==> src/rtl/oisc_pkg.sv <==
`timescale 1ns/1ps
package oisc_pkg;
  typedef enum logic [2:0] {
    PH_FETCH_A = 3'd0,
    PH_FETCH_B = 3'd1,
    PH_FETCH_C = 3'd2,
    PH_READ_A  = 3'd3,
    PH_READ_B  = 3'd4,
    PH_WRITE   = 3'd5
  } phase_t;
endpackage

==> src/rtl/oisc_seq.sv <==
`timescale 1ns/1ps
module oisc_seq
  import oisc_pkg::*;
(
  input  logic   clk,
  input  logic   rst,
  output phase_t phase
);
  phase_t phase_q;
  phase_t phase_d;

  always_comb begin
    case (phase_q)
      PH_FETCH_A: phase_d = PH_FETCH_B;
      PH_FETCH_B: phase_d = PH_FETCH_C;
      PH_FETCH_C: phase_d = PH_READ_A;
      PH_READ_A:  phase_d = PH_READ_B;
      PH_READ_B:  phase_d = PH_WRITE;
      default:    phase_d = PH_FETCH_A;
    endcase
  end

  always_ff @(posedge clk) begin
    if (rst) phase_q <= PH_FETCH_A;
    else     phase_q <= phase_d;
  end

  assign phase = phase_q;

  // six-step frame closes back to the first fetch
  assert_frame_wraps_R2: assert property (@(posedge clk) disable iff (rst)
    (phase_q == PH_WRITE) |=> (phase_q == PH_FETCH_A));

  assert_reset_restarts_R1: assert property (@(posedge clk)
    rst |=> (phase_q == PH_FETCH_A));
endmodule

==> src/rtl/oisc_ip.sv <==
`timescale 1ns/1ps
module oisc_ip #(
  parameter int ADDR_W = 8,
  parameter int STEP   = 3
) (
  input  logic              clk,
  input  logic              rst,
  input  logic              advance,
  input  logic              take_jump,
  input  logic [ADDR_W-1:0] jump_addr,
  output logic [ADDR_W-1:0] ip
);
  localparam logic [ADDR_W-1:0] STEP_W = ADDR_W'(STEP);

  logic [ADDR_W-1:0] ip_q;

  always_ff @(posedge clk) begin
    if (rst)            ip_q <= '0;
    else if (advance)   ip_q <= take_jump ? jump_addr : ip_q + STEP_W;
  end

  assign ip = ip_q;

  assert_ip_cleared_R1: assert property (@(posedge clk)
    rst |=> (ip_q == '0));

  assert_ip_steps_R4: assert property (@(posedge clk) disable iff (rst)
    (advance && !take_jump) |=> (ip_q == $past(ip_q) + STEP_W));

  assert_ip_jumps_R5: assert property (@(posedge clk) disable iff (rst)
    (advance && take_jump) |=> (ip_q == $past(jump_addr)));

  assert_ip_holds_R2: assert property (@(posedge clk) disable iff (rst)
    !advance |=> $stable(ip_q));
endmodule

==> src/rtl/oisc_alu.sv <==
`timescale 1ns/1ps
module oisc_alu #(
  parameter int DATA_W = 8
) (
  input  logic [DATA_W-1:0] minuend,
  input  logic [DATA_W-1:0] subtrahend,
  output logic [DATA_W-1:0] diff,
  output logic              le
);
  localparam logic [DATA_W-1:0] SIGN_BIT = {1'b1, {(DATA_W-1){1'b0}}};

  logic [DATA_W:0] wide;
  logic            borrow;
  logic            zero;

  // Flipping both sign bits maps signed order onto unsigned order, so the
  // borrow is a signed "less than" while the low bits stay the true difference.
  always_comb begin
    wide   = {1'b0, minuend ^ SIGN_BIT} - {1'b0, subtrahend ^ SIGN_BIT};
    borrow = wide[DATA_W];
    diff   = wide[DATA_W-1:0];
    zero   = ~|diff;
    le     = borrow | zero;
  end
endmodule

==> src/rtl/oisc_core.sv <==
`timescale 1ns/1ps
module oisc_core
  import oisc_pkg::*;
#(
  parameter int DATA_W   = 8,
  parameter int ADDR_W   = 8,
  parameter int IO_WORDS = 8
) (
  input  logic              clk,
  input  logic              rst,
  output logic [ADDR_W-1:0] bus_addr,
  input  logic [DATA_W-1:0] bus_rdata,
  output logic [DATA_W-1:0] bus_wdata,
  output logic              bus_wdata_oe,
  output logic              rd_en,
  output logic              wr_en,
  output logic              io_stb
);
  localparam int              STEP    = 3;
  localparam logic [ADDR_W-1:0] IO_BASE = ADDR_W'((1 << ADDR_W) - IO_WORDS);

  phase_t            phase;
  logic [ADDR_W-1:0] ip;
  logic [ADDR_W-1:0] a_reg, b_reg, c_reg;
  logic [DATA_W-1:0] opa_reg, res_reg;
  logic              le_reg;
  logic [DATA_W-1:0] alu_diff;
  logic              alu_le;

  oisc_seq u_seq (
    .clk   (clk),
    .rst   (rst),
    .phase (phase)
  );

  oisc_ip #(.ADDR_W(ADDR_W), .STEP(STEP)) u_ip (
    .clk       (clk),
    .rst       (rst),
    .advance   (phase == PH_WRITE),
    .take_jump (le_reg),
    .jump_addr (c_reg),
    .ip        (ip)
  );

  oisc_alu #(.DATA_W(DATA_W)) u_alu (
    .minuend    (bus_rdata),
    .subtrahend (opa_reg),
    .diff       (alu_diff),
    .le         (alu_le)
  );

  // operand and result registers, loaded in their own phase only
  always_ff @(posedge clk) begin
    if (rst) begin
      a_reg   <= '0;
      b_reg   <= '0;
      c_reg   <= '0;
      opa_reg <= '0;
      res_reg <= '0;
      le_reg  <= 1'b0;
    end else begin
      case (phase)
        PH_FETCH_A: a_reg   <= ADDR_W'(bus_rdata);
        PH_FETCH_B: b_reg   <= ADDR_W'(bus_rdata);
        PH_FETCH_C: c_reg   <= ADDR_W'(bus_rdata);
        PH_READ_A:  opa_reg <= bus_rdata;
        PH_READ_B: begin
          res_reg <= alu_diff;
          le_reg  <= alu_le;
        end
        default: ;
      endcase
    end
  end

  always_comb begin
    case (phase)
      PH_FETCH_A: bus_addr = ip;
      PH_FETCH_B: bus_addr = ip + ADDR_W'(1);
      PH_FETCH_C: bus_addr = ip + ADDR_W'(2);
      PH_READ_A:  bus_addr = a_reg;
      default:    bus_addr = b_reg;
    endcase
    rd_en        = (phase != PH_WRITE);
    wr_en        = (phase == PH_WRITE);
    bus_wdata_oe = wr_en;
    bus_wdata    = res_reg;
    io_stb       = wr_en && (b_reg >= IO_BASE);
  end

  assert_no_bus_fight_R8: assert property (@(posedge clk) disable iff (rst)
    bus_wdata_oe |-> (wr_en && !rd_en));

  assert_write_after_read_R2: assert property (@(posedge clk) disable iff (rst)
    wr_en |-> $past(rd_en));

  assert_write_value_R3: assert property (@(posedge clk) disable iff (rst)
    $rose(wr_en) |-> (bus_wdata == DATA_W'($past(bus_rdata) - opa_reg)));

  assert_zero_jumps_R5: assert property (@(posedge clk) disable iff (rst)
    (wr_en && bus_wdata == '0) |=> (bus_addr == $past(c_reg)));

  assert_io_in_write_R7: assert property (@(posedge clk) disable iff (rst)
    io_stb |-> wr_en);
endmodule

==> config.mk <==
export PLATFORM = sky130hd
export DESIGN_NAME = oisc_core
export DESIGN_NICKNAME = d
export VERILOG_FILES = /design/src/rtl/oisc_pkg.sv /design/src/rtl/oisc_seq.sv /design/src/rtl/oisc_ip.sv /design/src/rtl/oisc_alu.sv /design/src/rtl/oisc_core.sv
export SDC_FILE = /design/constraint.sdc
export NUM_CORES = 1
export LEC_CHECK = 0
export BUFFER_PORTS_ARGS = -buffer_cell sky130_fd_sc_hd__buf_2
export CAP_MARGIN = 10
export CELL_PAD_IN_SITES_DETAIL_PLACEMENT = 2
export CELL_PAD_IN_SITES_GLOBAL_PLACEMENT = 2
export CORE_MARGIN = 1
export CORE_UTILIZATION = 37
export DETAILED_ROUTE_END_ITERATION = 10
export PLACE_DENSITY_LB_ADDON = 0.3
export SYNTH_ARGS = -nofsm -noshare
export SYNTH_HDL_FRONTEND = slang
export SYNTH_SLANG_ARGS = --single-unit
==> constraint.sdc <==
create_clock -name clk -period 5.5 [get_ports clk]
set_input_delay 1.375 -clock clk [delete_from_list [all_inputs] [get_ports clk]]
set_output_delay 1.375 -clock clk [all_outputs]
set_load 0.05 [all_outputs]
# Word level (Yosys, flattened, before mapping)
# Index checks and enable logic that the tools add are counted.
[totals]
register_bits = 52
inputBits = 10
out_inout_bits = 20
elab_cells = 29
[op_classes]
addsub = 4
n_lt_le_gt_ge = 1
eq_ne = 6
mux = 3
bitwise = 3
reduce_logical = 4
[ops]
columns = ["cell", "count"]
rows = [
  ["$pmux W8 S4", 1],
  ["$add A8 B2 Y8 const B", 2],
  ["$pmux W3 S5", 1],
  ["$sub A8 B8 Y9", 1],
  ["$add A8 B1 Y8 const B", 1],
  ["$ge A8 B8 Y1 const B", 1],
  ["$mux W8", 1],
  ["$reduce_or A8 Y1", 1],
  ["$eq A3 B2 Y1 const B", 2],
  ["$eq A3 B3 Y1 const B", 2],
  ["$eq A3 B1 Y1 const B", 1],
  ["$logic_not A3 Y1", 1],
  ["$ne A3 B3 Y1 const B", 1],
  ["$not A1 Y1", 2],
  ["$logic_and A1 B1 Y1", 1],
  ["$logic_not A1 Y1", 1],
  ["$or A1 B1 Y1", 1],
]

# Logic depth before layout (Yosys ltp)
# Gate-level depths: netlist (run 1).
[logic_depth]
depth_word = 5
mapped_depth = 9
mapped_depth_nobuf = 9

# Cells and area by module
# Synthesis (run 1) repeated with hierarchy kept, for this count alone.
[hier_totals]
hier_cells = 374
area_unflattened_um2 = 2901.5
[modules_own_cells]
columns = ["mod", "instances", "cells_per_inst", "area_per_inst_um2", "seq_area_each_um2"]
rows = [
  ["oisc_core", 1, 256, 1961.9, 820.8],
  ["oisc_ip", 1, 58, 457.9, 160.2],
  ["oisc_alu", 1, 51, 379.1, 0.0],
  ["oisc_seq", 1, 9, 102.6, 60.1],
]

# Worst setup path before layout (run 1)
# Ideal clock, no wire load.
[synth_path]
path_type = "register to output"
start = "register u_seq.phase_q[0] (netlist: u_seq.phase[0])"
end = "output port bus_addr[3]"
arrival_ns = 2.183
required_time_ns = 4.125
slack_ns = 1.942
path_stages_with_launch = 7
path_buffers = 2
path_cell_list = "dfxtp_1 buf_6 buf_2 a21oi_1 nor3_1 a21oi_1 o31ai_1"
[synth_via]
elab_chain_len = 2
word_cells_on_any_way = 5
cone_classes = "eq/ne (3); mux (1); reduce/logical (1)"
[synth_lines]
columns = ["item", "line", "source"]
rows = [
  ["start: declaration", "oisc_seq.sv:9", "phase_t phase_q;"],
  ["start signal: assignment", "oisc_seq.sv:25", "else phase_q <= phase_d;"],
  ["$eq A3 B2 Y1, or another cell as far along", "oisc_core.sv:77", "case (phase)"],
  ["$pmux W8 S4 *", "oisc_core.sv:77", ""],
  ["end: declaration", "oisc_core.sv:11", "output logic [ADDR_W-1:0] bus_addr,"],
]
# Every way passes the cells marked *; elsewhere a longest branch is shown, timed or not.

# Worst setup path after layout (run 1)
[layout_path]
start = "register u_seq.phase_q[0] (netlist: u_seq.phase[0])"
end = "output port bus_addr[6]"
# The elaborated chain is that of the path after synthesis.

==> flow_summary.toml, run 1 <==
[outcome]
status = "finished, final reports clean"

[sta]
fin_setup_tns_ns = 0
maxSlewViolCount = 0
relSlewSlack_pct = 33.8
tightest_slew_ns = 0.993
max_freq_mhz = 236
hold_viol = 0
min_period_over_period_pct = 77.2
skew_ns = 0.00529
hold_ws_ns = 0.463
finalCriticalPeriod_ns = 4.24
setup_violations = 0
rsz0062_at_grt = "false"

[power_and_ir_drop]
cellLeakagePower_uw = 0.00123
p_clk_share_pct = 29.2
p_int_uw = 566
swShare_pct = 31.9
ir_worst_vdd_uv = 88.8
power_switching_uw = 266
power_frac_comb_pct = 20.0
power_density_nw_per_um2 = 262
seq_power_share_pct = 50.8

[setup_path]
cp.required_ns = 4.12
reg2reg_slack_ns = 2.97
reg2reg_depth = 6
path_class = "reg -> out"
endpoint_kind = "output pin"
worstReg2RegStart = "u_seq.phase[2]"
critPathMaxStageDelay_ns = 0.94
start_kind = "flip-flop"
reg2reg_to = "le_reg"
startpoint = "u_seq.phase[0]"
cp_max_fo = 24
cp.arrival_ns = 2.87
path_cells = "and2b_4 -> and2_1 -> a22oi_1 -> nor3_1 -> a21oi_1 -> a31oi_1 -> buf_2"
cpMaxStageDelayCell = "dfxtp_1"

[route]
dr.pass1.iters = 4
wire_per_inst_um = 18.2
vias = 2723
routed_wl_um = 8930
viasPerCell = 5.56
ant_nets = 0
drt-initial-drc-count = 109
drc_errors = 0

[placed_design]
io_buffers = 29
gp_congestion = 0.822
hpwlAfterDp_um = 6580

[clock_network]
cts_resized = 0
clock_sinks = 52
ctsHoldBuffers = 0
cts_tree = "yes"
post_cts_buffers = 0
clock_tree.root_cell = "clkbuf_8"
worst_skew_pair.late_latency_ns = 0.31
numCtsBuffers = 5
clk_pin_slew_ns = 0.09
htreeDepth = 2
ctsLongestPathBuffers = 2

[synth]
ys_seq_area_share_pct = 35.4
synthesis.nets = 400
synth_top_flop_cell = "dfxtp_1"
synth-edff-count = 0
synth_area_um2 = 2940
synth_seq_cells = 52
syn_area_per_cell_um2 = 7.80
yosysWarningCount = 0
synth_cell_types = 55
postSynthCellCount = 377
async_flop_share_pct = 0

[floorplan]
start_util_pct = 38.2
die_area_um2 = 8300
core_um2 = 7690
rows = 32
io_pins = 30
die_y_um = 91.1
die_w_um = 91.1

[job]
drv_cap = 0

[grt]
grt_pass1_vias = 2874
gr-usage-all-layers_pct = 23.1
grt_max_degree = 53
antenna_found_initial = 0
gr-total-overflow = 0
grt_pass1_wl_um = 15000

[min_path]
hp-start = "bus_wdata[6]"
hp-class = "reg -> reg"
holdPathEnd = "bus_wdata[6]"
hold_path_depth = 2

[layout]
nets = 411
drive_gt1_share_pct = 11.9
n_antenna_cell = 0
final_common_cell = "nand2_1"
final_cell_mix = "nand2_1, dfxtp_1, nor2_1, a21oi_1, buf_2"
areaGrowthSynthToFinish_pct = 8.05
==> per-layer routing <==
metal  GRT usage (%)  up-vias  part of all wire [%]  routed length, um
met4            6.88        0                   1.8                164
met2            39.4       34                    49               4330
met5               0        -                     0                  0
met1            30.2     1351                    47               4230
met3            3.35       14                   2.3                204
li1                -     1324                     -                  -
==> through the flow <==
step                      cells  setup slack, ns  utilization [%]  total power [uW]  area (um2)
final                       490             1.26             41.3               832        3180
after floorplan             377             1.94                -               553        2940
after detailed placement    483             1.69             40.1               598        3080
after CTS                   490             1.29             41.3               841        3180
after global placement      483             1.77             40.1               589        3080
after global routing        490            0.988             41.3               873        3180
==> worst max-delay path, delay by kind of cell (launching register included) <==
family | cells | cell delay (ns)
flip-flops | 1 | 0.94
AO/OA/AOI/OAI | 3 | 0.42
buffers and inverters | 1 | 0.30
AND/OR/NAND/NOR | 3 | 0.90
==> worst max path at each step <==
stage                        to  cells after the start  slack [ns]
floorplan           bus_addr[3]                      6        1.94
global placement    bus_addr[6]                      7        1.77
detailed placement  bus_addr[6]                      7        1.69
CTS                 bus_addr[6]                      7        1.29
global route        bus_addr[6]                      7        0.99
finish              bus_addr[6]                      7        1.26
==> cell type report <==
class / instances / area, um2
clock buffer: 7 / 96.3
inverter: 20 / 75.1
timing repair buffer: 29 / 145
multi-input combinational: 280 / 1690
tap: 102 / 128
fill: 931 / 4510
sequential: 52 / 1040
==> power groups by stage <==
stage	clock, uW	combinational [uW]	sequential [uW]
after floorplan	0	136	417
after global placement	0	161	429
after detailed placement	0	168	431
after CTS	250	169	422
after global routing	264	183	426
final	243	166	422
==> cells in the mapped netlist (all sizes together), types with 3 or more instances <==
cell type	n	area (um2)
a221oi	3	26.3
ha	12	150
dfxtp	52	1040
and2	3	18.8
a21o	3	22.5
buf	14	91.3
o21ai	11	55.1
nor3	10	66.3
inv	20	75.1
a21oi	42	210
a31oi	4	25.0
clkbuf	11	41.3
o21a	3	22.5
nor2	43	164
nand3	7	35.0
xnor2	3	26.3
nand2	65	246
or3	3	18.8
mux2i	20	200
nor2b	3	18.8
a211oi	10	75.1
==> cells by family after synthesis <==
kind of cell    synth area share, %
xor+xnor                       1.49
simple gates                   22.4
fa+ha+maj                      5.79
flops                          35.4
compound gates                 20.3
buf+inv                        7.07
mux                            7.58
Note: power is estimated with default switching activity, not from simulation.
==> run 2: changes to the inputs <==
- CORE_UTILIZATION: 37 -> 35
- clock period: 5.5 -> 4 ns (I/O delays scaled with it)
==> flow_summary.toml, run 2 (synthesized netlist as in run 1, its figures left out) <==
[setup_path]
cp.required_ns = 3.00
endpoint_kind = "output pin"
path_class = "reg -> out"
cp-endpoint = "bus_addr[6]"
cp.arrival_ns = 2.64
reg2reg_to = "u_ip.ip[3]"
reg2reg_slack_ns = 1.74
startpoint = "u_seq.phase[0]"
worstReg2RegStart = "u_seq.phase[0]"
cp_max_fo = 17
reg2reg_depth = 6
start_kind = "flip-flop"

[clock_network]
clock_tree.root_cell = "clkbuf_8"
ctsHoldBuffers = 0
cts_tree = "yes"
numCtsBuffers = 5
cts_resized = 0
htreeDepth = 2
clock_sinks = 52
ctsLongestPathBuffers = 2
worst_skew_pair.late_latency_ns = 0.31
post_cts_buffers = 0
clk_pin_slew_ns = 0.10

[job]
drv_cap = 0

[layout]
stdcell_count = 497
areaGrowthSynthToFinish_pct = 8.81
final_common_cell = "nand2_1"
drive_gt1_share_pct = 12.8
final_cell_mix = "nand2_1, dfxtp_1, nor2_1, a21oi_1, buf_2"
n_antenna_cell = 0
nets = 414

[power_and_ir_drop]
power_uw = 1130
power_density_nw_per_um2 = 354
cellLeakagePower_uw = 0.00124
ir_worst_vdd_uv = 159

[route]
vias = 2673
routed_wl_um = 8880
ant_nets = 0
wl_met1_um = 4370
dr.max_layer_used = "met4"
drt-initial-drc-count = 88
viasPerCell = 5.38
drc_errors = 0
dr.pass1.iters = 4
wl_met3_um = 224
route.met2.wl_um = 4160
wire_per_inst_um = 17.9

[floorplan]
rows = 33
die_area_um2 = 8770
die_y_um = 93.6
io_pins = 30
die_w_um = 93.6
start_util_pct = 36.0
core_um2 = 8180

[placed_design]
dpl.cell_count = 489
hpwlAfterDp_um = 6620
gp_congestion = 0.811
dpl_worst_slack_ns = 0.749
io_buffers = 29

[sta]
fin_setup_tns_ns = 0
finalCriticalPeriod_ns = 3.64
maxSlewViolCount = 0
min_period_over_period_pct = 91.1
timing.final.ws_setup_ns = 0.355
skew_ns = 0.00626
tightest_slew_ns = 0.859
rsz0062_at_grt = "false"
hold_viol = 0
setup_violations = 0
hold_ws_ns = 0.462
max_freq_mhz = 274
relSlewSlack_pct = 42.4

[grt]
gr-total-overflow = 0
gr-usage-all-layers_pct = 21.8
grt_pass1_vias = 2805
grt_max_degree = 44
grt_pass1_wl_um = 14600
antenna_found_initial = 0

[min_path]
hp-class = "reg -> reg"

[outcome]
status = "finished, final reports clean"
[run 2: cell count changes in the layout (fill, tap and decap cells not counted)]
| cell | delta |
|---|---|
| buf_4 | +3 |
| clkinv_2 | +2 |
| clkbuf_8 | -1 |
[run 2: final cells by class]
class	instances	area (um2)
tap	105	131
sequential	52	1040
timing repair buffer	32	168
clock inverter	2	10.0
fill	1005	4980
clock buffer	6	82.6
inverter	20	75.1
multi-input combinational	280	1690
[run 2: worst max-delay path, stage by stage, from the launching register on]
cell and delay [ns]:
dfxtp_1 0.78, and2b_4 0.29, and2_1 0.37, a22oi_1 0.13, nor3_1 0.15, a21oi_1 0.06, a31oi_1 0.23, buf_2 0.31
[run 2: worst min-delay path by stage]
stage	endpoint	depth (start not counted)	from	slack, ns
floorplan	b_reg[2]	2	b_reg[2]	0.43
global placement	bus_wdata[6]	2	bus_wdata[6]	0.44
detailed placement	bus_wdata[3]	2	bus_wdata[3]	0.45
CTS	bus_wdata[3]	2	bus_wdata[3]	0.46
global route	bus_wdata[6]	2	bus_wdata[6]	0.48
finish	bus_wdata[3]	2	bus_wdata[3]	0.46
[run 2: routing by layer]
metal	global-route usage, %	vias up
met5	0	-
met1	29.2	1299
li1	-	1329
met4	6.03	0
met2	36.3	36
met3	3.01	9
[run 2: power breakdown]
part / switching (uW) / internal [uW]
Combinational: 152 / 82.1
Clock: 181 / 139
Sequential: 33.3 / 543
Total: 367 / 764
[run 2: through the flow]
| stage | util [%] | instance area (um2) |
|---|---|---|
| 6_report | 39.1 | 3200 |
| 5_1_grt | 39.1 | 3200 |
| 4_1_cts | 39.1 | 3200 |
| 3_5_place_dp | 38.0 | 3110 |
| 3_3_place_gp | 38.0 | 3110 |
| 2_1_floorplan | - | 2940 |
==> run 3: changes to the inputs <==
- ABC_AREA: unset -> 1
- CORE_UTILIZATION: 35 -> 33
==> flow_summary.toml, run 3 <==
[clock_network]
clock_sinks = 52
numCtsBuffers = 5
clock_tree.root_cell = "clkbuf_8"
htreeDepth = 2
post_cts_buffers = 0
cts_resized = 0
worst_skew_pair.late_latency_ns = 0.31
ctsLongestPathBuffers = 2
cts_tree = "yes"
ctsHoldBuffers = 0
clk_pin_slew_ns = 0.10

[floorplan]
rows = 33
die_y_um = 95.6
io_pins = 30
die_w_um = 95.6
start_util_pct = 34.7
die_area_um2 = 9140
core_um2 = 8340

[grt]
grt_pass1_vias = 3061
gr-total-overflow = 0
antenna_found_initial = 0
grt_max_degree = 38
gr-usage-all-layers_pct = 22.8
grt_pass1_wl_um = 15800

[outcome]
status = "finished, final reports clean"

[route]
ant_nets = 0
vias = 2846
drc_errors = 0
drt-initial-drc-count = 93
wire_per_inst_um = 17.6
routed_wl_um = 9480
dr.pass1.iters = 4
viasPerCell = 5.28

[min_path]
hp-class = "reg -> reg"
hp-start = "c_reg[0]"
hold_path_depth = 2
holdPathEnd = "c_reg[0]"

[synth]
synth_area_um2 = 2890
ys_seq_area_share_pct = 36.0
synth_top_flop_cell = "dfxtp_1"
synth_cell_types = 35
synth.most_common_cell = "nand2_1"
postSynthCellCount = 413
yosysWarningCount = 0
synth-edff-count = 0
synthTopCellsByCount = "nand2_1, inv_1, dfxtp_1"
async_flop_share_pct = 0
synth_seq_cells = 52
synth_area_leader_cell = "dfxtp_1"
syn_area_per_cell_um2 = 7.00
synth_top_cell_area_share_pct = 36.0
ys_top_cells_by_area = "dfxtp_1, nand2_1, a21oi_1"
synthesis.nets = 436

[power_and_ir_drop]
seq_power_share_pct = 49.2
power_switching_uw = 364
swShare_pct = 31.4
cellLeakagePower_uw = 0.00140
power_density_nw_per_um2 = 365
power_frac_comb_pct = 18.8
power_uw = 1160
p_clk_share_pct = 32.0
p_int_uw = 796
ir_worst_vdd_uv = 120

[layout]
post-route-util_pct = 38.1
drive_gt1_share_pct = 13.4
final_cell_mix = "nand2_1, inv_1, dfxtp_1, a21oi_1, o21ai_0"
final_common_cell = "nand2_1"
areaGrowthSynthToFinish_pct = 10.1
nets = 456
n_antenna_cell = 0

[setup_path]
path_class = "reg -> out"
start_kind = "flip-flop"
startpoint = "u_seq.phase[2]"
cp_max_fo = 14
reg2reg_depth = 11
critical_path_depth = 6
path_buf_inv = 3
reg2reg_to = "le_reg"
cp.required_ns = 3.00
reg2reg_slack_ns = 2.13
endpoint_kind = "output pin"
cp.arrival_ns = 2.39
cpLargestDelayFamily = "buffers and inverters"
critPathMaxStageDelay_ns = 0.40
path_cells = "inv_2 -> nand3_1 -> inv_2 -> nand3_1 -> a31oi_1 -> buf_2"
worstReg2RegStart = "opa_reg[0]"
cpMaxStageDelayCell = "nand3_1"

[sta]
relSlewSlack_pct = 30.2
hold_viol = 0
max_freq_mhz = 295
setup_violations = 0
timing.final.ws_setup_ns = 0.605
maxSlewViolCount = 0
tightest_slew_ns = 1.05
fin_setup_tns_ns = 0
min_period_over_period_pct = 84.9
finalCriticalPeriod_ns = 3.39
skew_ns = 0.00987
rsz0062_at_grt = "false"

[placed_design]
dpl_worst_slack_ns = 1.01
io_buffers = 29
gp_congestion = 0.823
hpwlAfterDp_um = 7110

[job]
drv_cap = 0
## run 3: worst reg2reg max path, cell delays in order (launching register included)
cell and delay [ns]:
dfxtp_1 0.33, ha_1 0.21, fa_1 0.41, inv_1 0.07
nand2_1 0.04, nand2_1 0.12, nand3_1 0.09, nand2_1 0.11
nand3_1 0.10, nor2_1 0.14, nand2_1 0.07, a21oi_1 0.11
## run 3: how the worst max path moves through the flow
| stage | endpoint | slack, ns |
|---|---|---|
| detailed placement | bus_addr[4] | 1.01 |
| global placement | bus_addr[4] | 1.11 |
| CTS | bus_addr[4] | 0.62 |
| floorplan | io_stb | 0.92 |
| global route | bus_addr[5] | 0.43 |
| finish | bus_addr[4] | 0.61 |
## run 3: kinds of logic after synthesis
kind of cell,Yosys count,share of synthesized area (%)
simple gates,141,21.1
compound gates,125,24.5
buf+inv,80,11.9
flops,52,36.0
fa+ha+maj,13,5.89
xor+xnor,2,0.606
## run 3: power by group through the flow
stage	clock, uW	sequential (uW)	combinational (uW)
after floorplan	0	581	158
after global placement	0	581	209
after detailed placement	0	583	219
after CTS	383	571	222
after global routing	403	574	247
final	371	571	218
## run 3: per-layer routing
layer	GRT usage (%)	wire, um	vias to the layer above
met5	0	0	-
li1	-	-	1399
met4	6.97	205	0
met1	28.4	4320	1395
met3	2.47	268	13
met2	41.0	4680	39
## run 3: stage by stage
step	hold WS, ns	cells	cell area [um2]
final	0.464	539	3180
after global routing	0.489	539	3180
after CTS	0.466	539	3180
after detailed placement	0.450	531	3070
after global placement	0.436	531	3070
after floorplan	0.421	413	2890
## run 3: cell type report
| cell class | count | area (um2) |
|---|---|---|
| Fill cell | 1038 | 5160 |
| Multi-Input combinational cell | 281 | 1510 |
| Sequential cell | 52 | 1040 |
| Inverter | 62 | 233 |
| Timing Repair Buffer | 31 | 160 |
| Tap cell | 105 | 131 |
| Clock buffer | 5 | 68.8 |
| Clock inverter | 3 | 42.5 |
